File: src/rtl/agu_pkg.sv
package agu_pkg;
  // addressing mode
  typedef enum logic {
    MODE_POST = 1'b0,
    MODE_PRE  = 1'b1
  } idx_mode_e;

  // offset source
  typedef enum logic {
    OFS_REG = 1'b0,
    OFS_IMM = 1'b1
  } ofs_src_e;
endpackage

File: src/rtl/agu_operand_sel.sv
module agu_operand_sel #(
  parameter int XLEN         = 32,
  parameter int IDX_W        = 4,
  parameter int IMM_W        = 8,
  parameter int PC_IDX       = 15,
  parameter int BASE_PC_OFS  = 8,
  parameter int SRC_PC_OFS   = 12
) (
  input  logic [XLEN-1:0]  base_val,
  input  logic [IDX_W-1:0] base_idx,
  input  logic [XLEN-1:0]  index_val,
  input  logic [IMM_W-1:0] imm,
  input  agu_pkg::ofs_src_e ofs_src,
  input  logic [XLEN-1:0]  insn_addr,
  input  logic [IDX_W-1:0] src_idx,
  input  logic [XLEN-1:0]  src_val,
  output logic [XLEN-1:0]  base_eff,
  output logic [XLEN-1:0]  offset,
  output logic [XLEN-1:0]  store_word
);
  localparam logic [IDX_W-1:0] PC_NUM   = IDX_W'(PC_IDX);
  localparam logic [XLEN-1:0]  BASE_ADJ = XLEN'(BASE_PC_OFS);
  localparam logic [XLEN-1:0]  SRC_ADJ  = XLEN'(SRC_PC_OFS);
  localparam int               PAD_W    = XLEN - IMM_W;

  logic base_is_pc;
  logic src_is_pc;

  assign base_is_pc = (base_idx == PC_NUM);
  assign src_is_pc  = (src_idx == PC_NUM);

  always_comb begin
    if (base_is_pc) base_eff = insn_addr + BASE_ADJ;
    else            base_eff = base_val;
  end

  always_comb begin
    if (ofs_src == agu_pkg::OFS_IMM) offset = {{PAD_W{1'b0}}, imm};
    else                             offset = index_val;
  end

  always_comb begin
    if (src_is_pc) store_word = insn_addr + SRC_ADJ;
    else           store_word = src_val;
  end
endmodule

File: src/rtl/agu_addsub.sv
module agu_addsub #(
  parameter int W = 32
) (
  input  logic [W-1:0] a,
  input  logic [W-1:0] b,
  input  logic         up,
  output logic [W-1:0] y
);
  always_comb begin
    if (up) y = a + b;
    else    y = a - b;
  end
endmodule

File: src/rtl/agu_legality.sv
module agu_legality #(
  parameter int IDX_W  = 4,
  parameter int PC_IDX = 15
) (
  input  logic [IDX_W-1:0]  base_idx,
  input  logic [IDX_W-1:0]  index_idx,
  input  agu_pkg::ofs_src_e ofs_src,
  input  logic              wb_want,
  output logic              illegal
);
  localparam logic [IDX_W-1:0] PC_NUM = IDX_W'(PC_IDX);

  logic bad_base;
  logic bad_index;

  assign bad_base  = (base_idx == PC_NUM) && wb_want;
  assign bad_index = (ofs_src == agu_pkg::OFS_REG) && (index_idx == PC_NUM);
  assign illegal   = bad_base | bad_index;
endmodule

File: src/rtl/agu_out_reg.sv
module agu_out_reg #(
  parameter int W = 8
) (
  input  logic         clk,
  input  logic         rst_n,
  input  logic         s_valid,
  output logic         s_ready,
  input  logic [W-1:0] s_data,
  output logic         m_valid,
  input  logic         m_ready,
  output logic [W-1:0] m_data
);
  logic         vld_q;
  logic [W-1:0] dat_q;

  assign s_ready = !vld_q || m_ready;
  assign m_valid = vld_q;
  assign m_data  = dat_q;

  always_ff @(posedge clk or negedge rst_n) begin
    if (!rst_n) begin
      vld_q <= 1'b0;
    end else if (s_ready) begin
      vld_q <= s_valid;
    end
  end

  always_ff @(posedge clk or negedge rst_n) begin
    if (!rst_n) begin
      dat_q <= '0;
    end else if (s_ready && s_valid) begin
      dat_q <= s_data;
    end
  end
endmodule

File: src/rtl/agu_top.sv
module agu_top #(
  parameter int XLEN        = 32,
  parameter int IDX_W       = 4,
  parameter int IMM_W       = 8,
  parameter int PC_IDX      = 15,
  parameter int BASE_PC_OFS = 8,
  parameter int SRC_PC_OFS  = 12
) (
  input  logic             clk,
  input  logic             rst_n,
  input  logic             in_valid,
  output logic             in_ready,
  input  logic [XLEN-1:0]  base_val,
  input  logic [IDX_W-1:0] base_idx,
  input  logic [XLEN-1:0]  index_val,
  input  logic [IDX_W-1:0] index_idx,
  input  logic [IMM_W-1:0] imm,
  input  logic             use_imm,
  input  logic             up,
  input  logic             pre_idx,
  input  logic             wb_req,
  input  logic [XLEN-1:0]  insn_addr,
  input  logic [IDX_W-1:0] src_idx,
  input  logic [XLEN-1:0]  src_val,
  output logic             out_valid,
  input  logic             out_ready,
  output logic [XLEN-1:0]  mem_addr,
  output logic [XLEN-1:0]  new_base,
  output logic             wb_en,
  output logic             illegal,
  output logic [XLEN-1:0]  store_word,
  output logic [XLEN-1:0]  store_bus
);
  localparam int HALF_W = XLEN / 2;
  localparam int LANES  = XLEN / HALF_W;
  localparam int PAY_W  = 3 * XLEN + 2;

  agu_pkg::idx_mode_e mode;
  agu_pkg::ofs_src_e  ofs_src;

  assign mode    = agu_pkg::idx_mode_e'(pre_idx);
  assign ofs_src = agu_pkg::ofs_src_e'(use_imm);

  logic [XLEN-1:0] base_eff;
  logic [XLEN-1:0] offset;
  logic [XLEN-1:0] st_word_c;
  logic [XLEN-1:0] adjusted;
  logic [XLEN-1:0] addr_c;
  logic            wb_want;
  logic            bad_c;
  logic            wb_c;

  agu_operand_sel #(
    .XLEN(XLEN), .IDX_W(IDX_W), .IMM_W(IMM_W), .PC_IDX(PC_IDX),
    .BASE_PC_OFS(BASE_PC_OFS), .SRC_PC_OFS(SRC_PC_OFS)
  ) u_sel (
    .base_val  (base_val),
    .base_idx  (base_idx),
    .index_val (index_val),
    .imm       (imm),
    .ofs_src   (ofs_src),
    .insn_addr (insn_addr),
    .src_idx   (src_idx),
    .src_val   (src_val),
    .base_eff  (base_eff),
    .offset    (offset),
    .store_word(st_word_c)
  );

  agu_addsub #(.W(XLEN)) u_add (
    .a (base_eff),
    .b (offset),
    .up(up),
    .y (adjusted)
  );

  always_comb begin
    if (mode == agu_pkg::MODE_PRE) begin
      addr_c  = adjusted;
      wb_want = wb_req;
    end else begin
      addr_c  = base_eff;
      wb_want = 1'b1;
    end
  end

  agu_legality #(.IDX_W(IDX_W), .PC_IDX(PC_IDX)) u_leg (
    .base_idx (base_idx),
    .index_idx(index_idx),
    .ofs_src  (ofs_src),
    .wb_want  (wb_want),
    .illegal  (bad_c)
  );

  assign wb_c = wb_want & ~bad_c;

  logic [PAY_W-1:0] pay_in;
  logic [PAY_W-1:0] pay_out;

  assign pay_in = {addr_c, adjusted, wb_c, bad_c, st_word_c};

  agu_out_reg #(.W(PAY_W)) u_stage (
    .clk    (clk),
    .rst_n  (rst_n),
    .s_valid(in_valid),
    .s_ready(in_ready),
    .s_data (pay_in),
    .m_valid(out_valid),
    .m_ready(out_ready),
    .m_data (pay_out)
  );

  assign {mem_addr, new_base, wb_en, illegal, store_word} = pay_out;

  for (genvar g = 0; g < LANES; g++) begin : g_lane
    assign store_bus[g*HALF_W +: HALF_W] = store_word[HALF_W-1:0];
  end
endmodule

File: config.mk
export PLATFORM = sky130hd
export DESIGN_NAME = agu_top
export DESIGN_NICKNAME = d
export VERILOG_FILES = /design/src/rtl/agu_pkg.sv /design/src/rtl/agu_operand_sel.sv /design/src/rtl/agu_addsub.sv /design/src/rtl/agu_legality.sv /design/src/rtl/agu_out_reg.sv /design/src/rtl/agu_top.sv
export SDC_FILE = /design/constraint.sdc
export NUM_CORES = 1
export LEC_CHECK = 0
export BUFFER_PORTS_ARGS = -buffer_cell sky130_fd_sc_hd__buf_2
export CAP_MARGIN = 25
export CORE_AREA = 2 2 128 130
export DETAILED_ROUTE_END_ITERATION = 12
export DIE_AREA = 0 0 130 132
export HOLD_SLACK_MARGIN = 0.12
export PLACE_DENSITY_LB_ADDON = 0.12
export SYNTH_ARGS = -nofsm -noshare
export SYNTH_HDL_FRONTEND = slang
export SYNTH_SLANG_ARGS = --single-unit
File: constraint.sdc
create_clock -name clk -period 4.46 [get_ports clk]
set_input_delay 0.223 -clock clk [delete_from_list [all_inputs] [get_ports clk]]
set_output_delay 0.223 -clock clk [all_outputs]
set_load 0.01 [all_outputs]
== Word-level counts from Yosys, hierarchy flattened ==
Cells that the tools add are included.

* Input bits: 156
* Bits in writable memories: 0
* Output and inout port bits: 132
* Register bits: 99
* Latch bits: 0
* Memory bits (read-only): 0
* Memories: 0
* Logic and storage cells: 24

* Reductions and logical operators: 5
* Equality and inequality tests: 3
* Bitwise gates (word level): 4
* Shift operators: 0
* Div/mod/pow operators: 0
* $lt $le $gt $ge: 0
* Multipliers: 0
* Add/sub/neg operators: 4
* Multiplexer cells: 6

{| class="wikitable"
|+ Operators by type and width
! kind !! count
|-
| 32-bit 2-to-1 mux || 5
|-
| 32-bit by 4-bit adder with 32-bit output, second input constant || 2
|-
| 32-bit adder || 1
|-
| 32-bit subtractor || 1
|-
| 4-bit == test, second input constant || 3
|-
| 1-bit logical AND || 3
|-
| 1-bit NOT || 2
|-
| 1-bit AND || 1
|-
| 1-bit zero test || 1
|-
| 1-bit logical OR || 1
|-
| 1-bit 2-to-1 mux || 1
|-
| 1-bit bitwise OR || 1
|}

== Logic depth before layout (Yosys ltp) ==
* Depth in word-level cells: 5
* Gate-level depth with buffers: 23

== By module ==
Synthesis repeated with hierarchy kept, for this count alone.

* Cell total of the unflattened synthesis: 962
* Area total of the unflattened synthesis: 8908.5 sq um

{| class="wikitable"
|+ Modules (own cells, without submodules)
! module !! cells an instance !! instances !! area each (sq um)
|-
| agu_out_reg || 210 || 1 || 3756.1
|-
| agu_addsub || 340 || 1 || 2341.0
|-
| agu_operand_sel || 337 || 1 || 1986.9
|-
| agu_top || 70 || 1 || 797.0
|-
| agu_legality || 5 || 1 || 27.5
|}

== Worst setup path before layout ==
Ideal clock, no wire load.

* Kind: input to register
* Start point: in use_imm
* End point: reg u_stage.dat_q[96] (netlist: u_stage.m_data[96])
* Setup time: 0.139 ns
* Arrival: 4.699 ns
* Stages on the path: 21
* Slack: -0.378 ns
* Cell sequence: buf_4 -> clkbuf_1 -> clkbuf_1 -> clkbuf_1 -> mux2i_1 -> ha_1 -> o221ai_1 -> nor4_2 -> or2_2 -> a21boi_0 -> a31oi_1 -> ha_1 -> clkbuf_1 -> and4_1 -> a2111oi_0 -> a21oi_1 -> and2_1 -> o311ai_0 -> nand2b_1 -> mux2i_1 -> a22oi_1

* Longest elaborated chain between the ends: 4
* Elaborated cells between the ends (all ways): 5

{| class="wikitable"
|+ RTL lines
! item !! line !! source
|-
| from (decl) || agu_top.sv:18 || <nowiki>input logic use_imm,</nowiki>
|-
| 32-bit 2-to-1 mux * || agu_operand_sel.sv:38 || <nowiki>if (ofs_src == agu_pkg::OFS_IMM) offset = {{PAD_W{1'b0}}, imm};</nowiki>
|-
| 32-bit subtractor / 32-bit adder (equally long branches) || agu_addsub.sv:11, agu_addsub.sv:10 ||
|-
| 32-bit 2-to-1 mux * || agu_addsub.sv:10 || <nowiki>if (up) y = a + b;</nowiki>
|-
| 32-bit 2-to-1 mux * || agu_top.sv:78 || <nowiki>if (mode == agu_pkg::MODE_PRE) begin</nowiki>
|-
| to (signal assigned) || agu_out_reg.sv:32 || <nowiki>dat_q <= s_data;</nowiki>
|-
| to (decl) || agu_out_reg.sv:14 || <nowiki>logic [W-1:0] dat_q;</nowiki>
|}

Mark *: on every way between the ends. The rest lies on a longest branch, timed or not.
A chain may end at the register's enable or synchronous reset.

== Worst setup path in the final report ==
* Start point: in insn_addr[4]
* End point: reg u_stage.dat_q[65] (netlist: u_stage.m_data[65])

* Longest elaborated chain between the ends: 4
* Elaborated cells between the ends (all ways): 5

{| class="wikitable"
|+ RTL lines
! item !! line !! source
|-
| from (decl) || agu_top.sv:22 || <nowiki>input logic [XLEN-1:0] insn_addr,</nowiki>
|-
| 32-bit by 4-bit adder with 32-bit output * || agu_operand_sel.sv:33 || <nowiki>if (base_is_pc) base_eff = insn_addr + BASE_ADJ;</nowiki>
|-
| 32-bit 2-to-1 mux * || agu_operand_sel.sv:33 ||
|-
| 32-bit subtractor / 32-bit adder (equally long branches) || agu_addsub.sv:11, agu_addsub.sv:10 ||
|-
| 32-bit 2-to-1 mux * || agu_addsub.sv:10 ||
|}

Marks and branches as above.

==> results.yml <==
setup_path:
  timing.rr.start: "u_stage.m_valid"
  crit_cells: 16
  arrival_ns: 4.16
  r2r_slack_ns: 2.38
  cp-endpoint: "u_stage.m_data[65]"
  path_cells: "buf_2 > ha_1 > and2_1 > nand4_2 > or3_1 > xor2_1 > o21ai_0 > ha_1 > and3_1 > and3_1 > inv_1 > o32ai_2 > o21ai_0 > o21ai_0 > xnor2_1 > o21ai_1"
  criticalPathCategory: "primary input to flop"
  r2r-end: "u_stage.m_data[13]"
  slowest_stage: "or3_1"
  worstPathMaxFanout: 8
  cp_num_buf_inv: 2
  max_stage_delay_ns: 0.47
  crit_family: "compound AO/OA/AOI/OAI gates"
  worst-r2r-cell-count: 4
  crit_start: "insn_addr[4]"
  crit_top_cell: "o21ai_0"
  start_kind: "primary input"
  crit_required_ns: 4.66
  end_kind: "flop"
cells_and_area:
  areaGrowthSynthToFinish_pct: 19.6
  final_nets: 1595
  fillers: 1445
  register_area_mm2: 0.00248
  multi_input_area_mm2: 0.00580
  drive_gt1_frac: 0.249
  final_cell_count_no_fill: 1628
clock_network:
  clk_latency_ns: 0.36
  cts_made_buffers: 9
  cts.sinks: 99
  cts_root_buf: "clkbuf_16"
  cts_tree: "built"
  clk_pin_slew_ns: 0.07
  h-tree-depth: 3
  cts_buffer_depth: 2
timing:
  fin_crit_ns: 3.96
  fin_crit_sh: 0.888
  relSlewSlack: 0.400
  tightest_slew_ns: 0.900
  fmax_mhz: 253
  setup_viol: 0
  setup_tns_ns: 0
  hold_viol: 0
  rsz0062_at_grt: "false"
  finClkSkew_ns: 0.00907
  drv_slew: 0
synth:
  ys_top_cells_by_count: "nand2_1, o21ai_0, nor2_1"
  postSynthCellCount: 1181
  async_flop_share: 1.00
  yosys_register_bits: 99
  yosysMostFrequentCell: "nand2_1"
  yosys.area.top_type: "dfrtp_1"
  synth-edff-count: 0
  synth_cell_types: 69
  synth_ff_type: "dfrtp_1"
  synth_seq_area_share: 0.280
  syn_nets: 1372
  synth_area_mm2: 0.00886
  ys_warn_count: 0
  synth.area.top_cells: "dfrtp_1, nand2_1, o21ai_0"
  synth_top_area_frac: 0.280
  syn-mean-instance-area_um2: 7.50
run:
  cap_violations: 0
pwr:
  fin_total_pwr_w: 0.00352
  worst_ir_drop_vdd_mv: 0.227
  leakage_nw: 5.08
  p_per_area_mw_per_mm2: 332
drt:
  routedWlPerCell_um: 17.8
  drc: 0
  antenna_left: 0
  viasPerCell: 5.74
  first_pass_iters: 5
  totalWireLength_mm: 28.9
  dr_total_vias: 9340
  initialDrtViolationCount: 881
placed_design:
  hpwl_mm: 23.2
  port_buffers: 287
  dpl.cell_count: 1605
  finalWeightedCongestion: 1.00
global_route:
  grt_overflow: 0
  grt_pass1_vias: 8626
  busiest_layer: "met2"
  grtUsageMet1: 0.443
  track_usage: 0.337
  grtUsageMet2: 0.542
  grt_pass1_wl_mm: 45.2
  grt_max_degree: 96
  grt_util_met3: 0.0698
  antenna_found_initial: 7
floorplan:
  fp.dieH_um: 132
  fp.coreArea_mm2: 0.0157
  ioPinCount: 288
  dieArea_mm2: 0.0172
  die_x_um: 130
  initial_core_util: 0.564
  rows: 46
run_status:
  status: "finished clean"
worst_hold_path:
  hold_path_class: "primary input to flop"
worst min-delay path, delay by kind of cell:
family | cells | cell delay [ns]
buffers and inverters | 1 | 0.11
AO/OA/AOI/OAI | 1 | 0.07
AND/OR/NAND/NOR | 1 | 0.05
repair_timing:
| action | in CTS | in global routing |
|---|---|---|
| gates resized for setup | 0 | 3 |
| endpoints found under the hold margin | 60 | 0 |
| setup buffers | 0 | 1 |
| setup endpoints to repair | 0 | 3 |
| hold buffers | 3 | 0 |
per-stage QoR:
| stage | hold slack, ns | area [um^2] | worst slack, ns | util |
|---|---|---|---|---|
| 3_5_place_dp | 0.332 | 10300 | 0.0307 | 0.653 |
| 6_report | 0.129 | 10600 | 0.501 | 0.675 |
| 2_1_floorplan | -0.0726 | 8870 | 0.0759 | - |
| 5_1_grt | 0.158 | 10600 | 0.0158 | 0.674 |
| 4_1_cts | 0.120 | 10600 | 0.356 | 0.673 |
| 3_3_place_gp | 0.326 | 10300 | 0.171 | 0.653 |
how the worst min path moves through the flow:
stage                                    end    startpoint  depth (start not counted)  slack, ns
final                      u_stage.m_data[1]  insn_addr[1]                          3       0.13
after global routing       u_stage.m_data[0]    src_val[0]                          3       0.16
after CTS                  u_stage.m_data[1]  insn_addr[1]                          3       0.12
after detailed placement  u_stage.m_data[64]         rst_n                          1       0.33
after global placement    u_stage.m_data[64]         rst_n                          1       0.33
after floorplan            u_stage.m_data[0]         rst_n                          0      -0.07
cell usage in the layout (no fill, tap or decap), drive strengths merged, types with 5 or more instances in the layout:
master | Yosys | final
nor4 | 11 | 11
clkbuf | 63 | 11
xor2 | 33 | 33
or3 | 9 | 9
a31oi | 13 | 13
ha | 34 | 34
and4 | 10 | 10
nand2b | 9 | 9
nand3 | 22 | 22
a22oi | 8 | 8
o211ai | 5 | 5
nor3 | 30 | 30
a211oi | 10 | 10
o21bai | 9 | 9
nor3b | 7 | 7
dfrtp | 99 | 99
mux2i | 33 | 33
and3 | 13 | 13
diode | 0 | 5
and2 | 11 | 11
nor2b | 9 | 9
a2111oi | 5 | 5
o21ai | 118 | 118
nand4 | 23 | 23
inv | 22 | 23
nand2 | 215 | 215
buf | 40 | 311
a21boi | 5 | 5
a21o | 15 | 15
nor2 | 104 | 104
xnor2 | 59 | 59
a21oi | 83 | 83
final cells by class:
cell class              instances  share of cell area
multi-input cells             957               0.547
inverters                      22             0.00779
flip-flops and latches         99               0.234
clock buffers                  10              0.0225
well taps                     216              0.0255
diodes                          5             0.00118
repair buffers                315               0.158
clock inverters                 4             0.00484
flip-flops by register name, indices dropped and copies added (netlist names):
signal / flops
u_stage.m_valid: 1
u_stage.m_data: 98
where the power goes:
group / internal [W] / switching, W
Sequential: 0.00110 / 0.000116
Combinational: 0.000614 / 0.000893
Clock: 0.000446 / 0.000357
Total: 0.00216 / 0.00137
cell families after synthesis:
kind of cell	count (synthesis)	synth area share
AND/OR/NAND/NOR	480	0.251
AO/OA/AOI/OAI	313	0.218
buffers and inverters	125	0.0675
flip-flops	99	0.280
XOR/XNOR	92	0.0909
multiplexers	37	0.0432
adder cells (fa/ha/maj)	35	0.0503
layer usage:
metal  share of wire  vias to the layer above
met5         0.00059                        -
met4           0.035                        2
met3           0.066                       57
met2            0.47                      372
met1            0.43                     4315
li1                -                     4594
No activity file was read; power rests on OpenSTA's default activity.
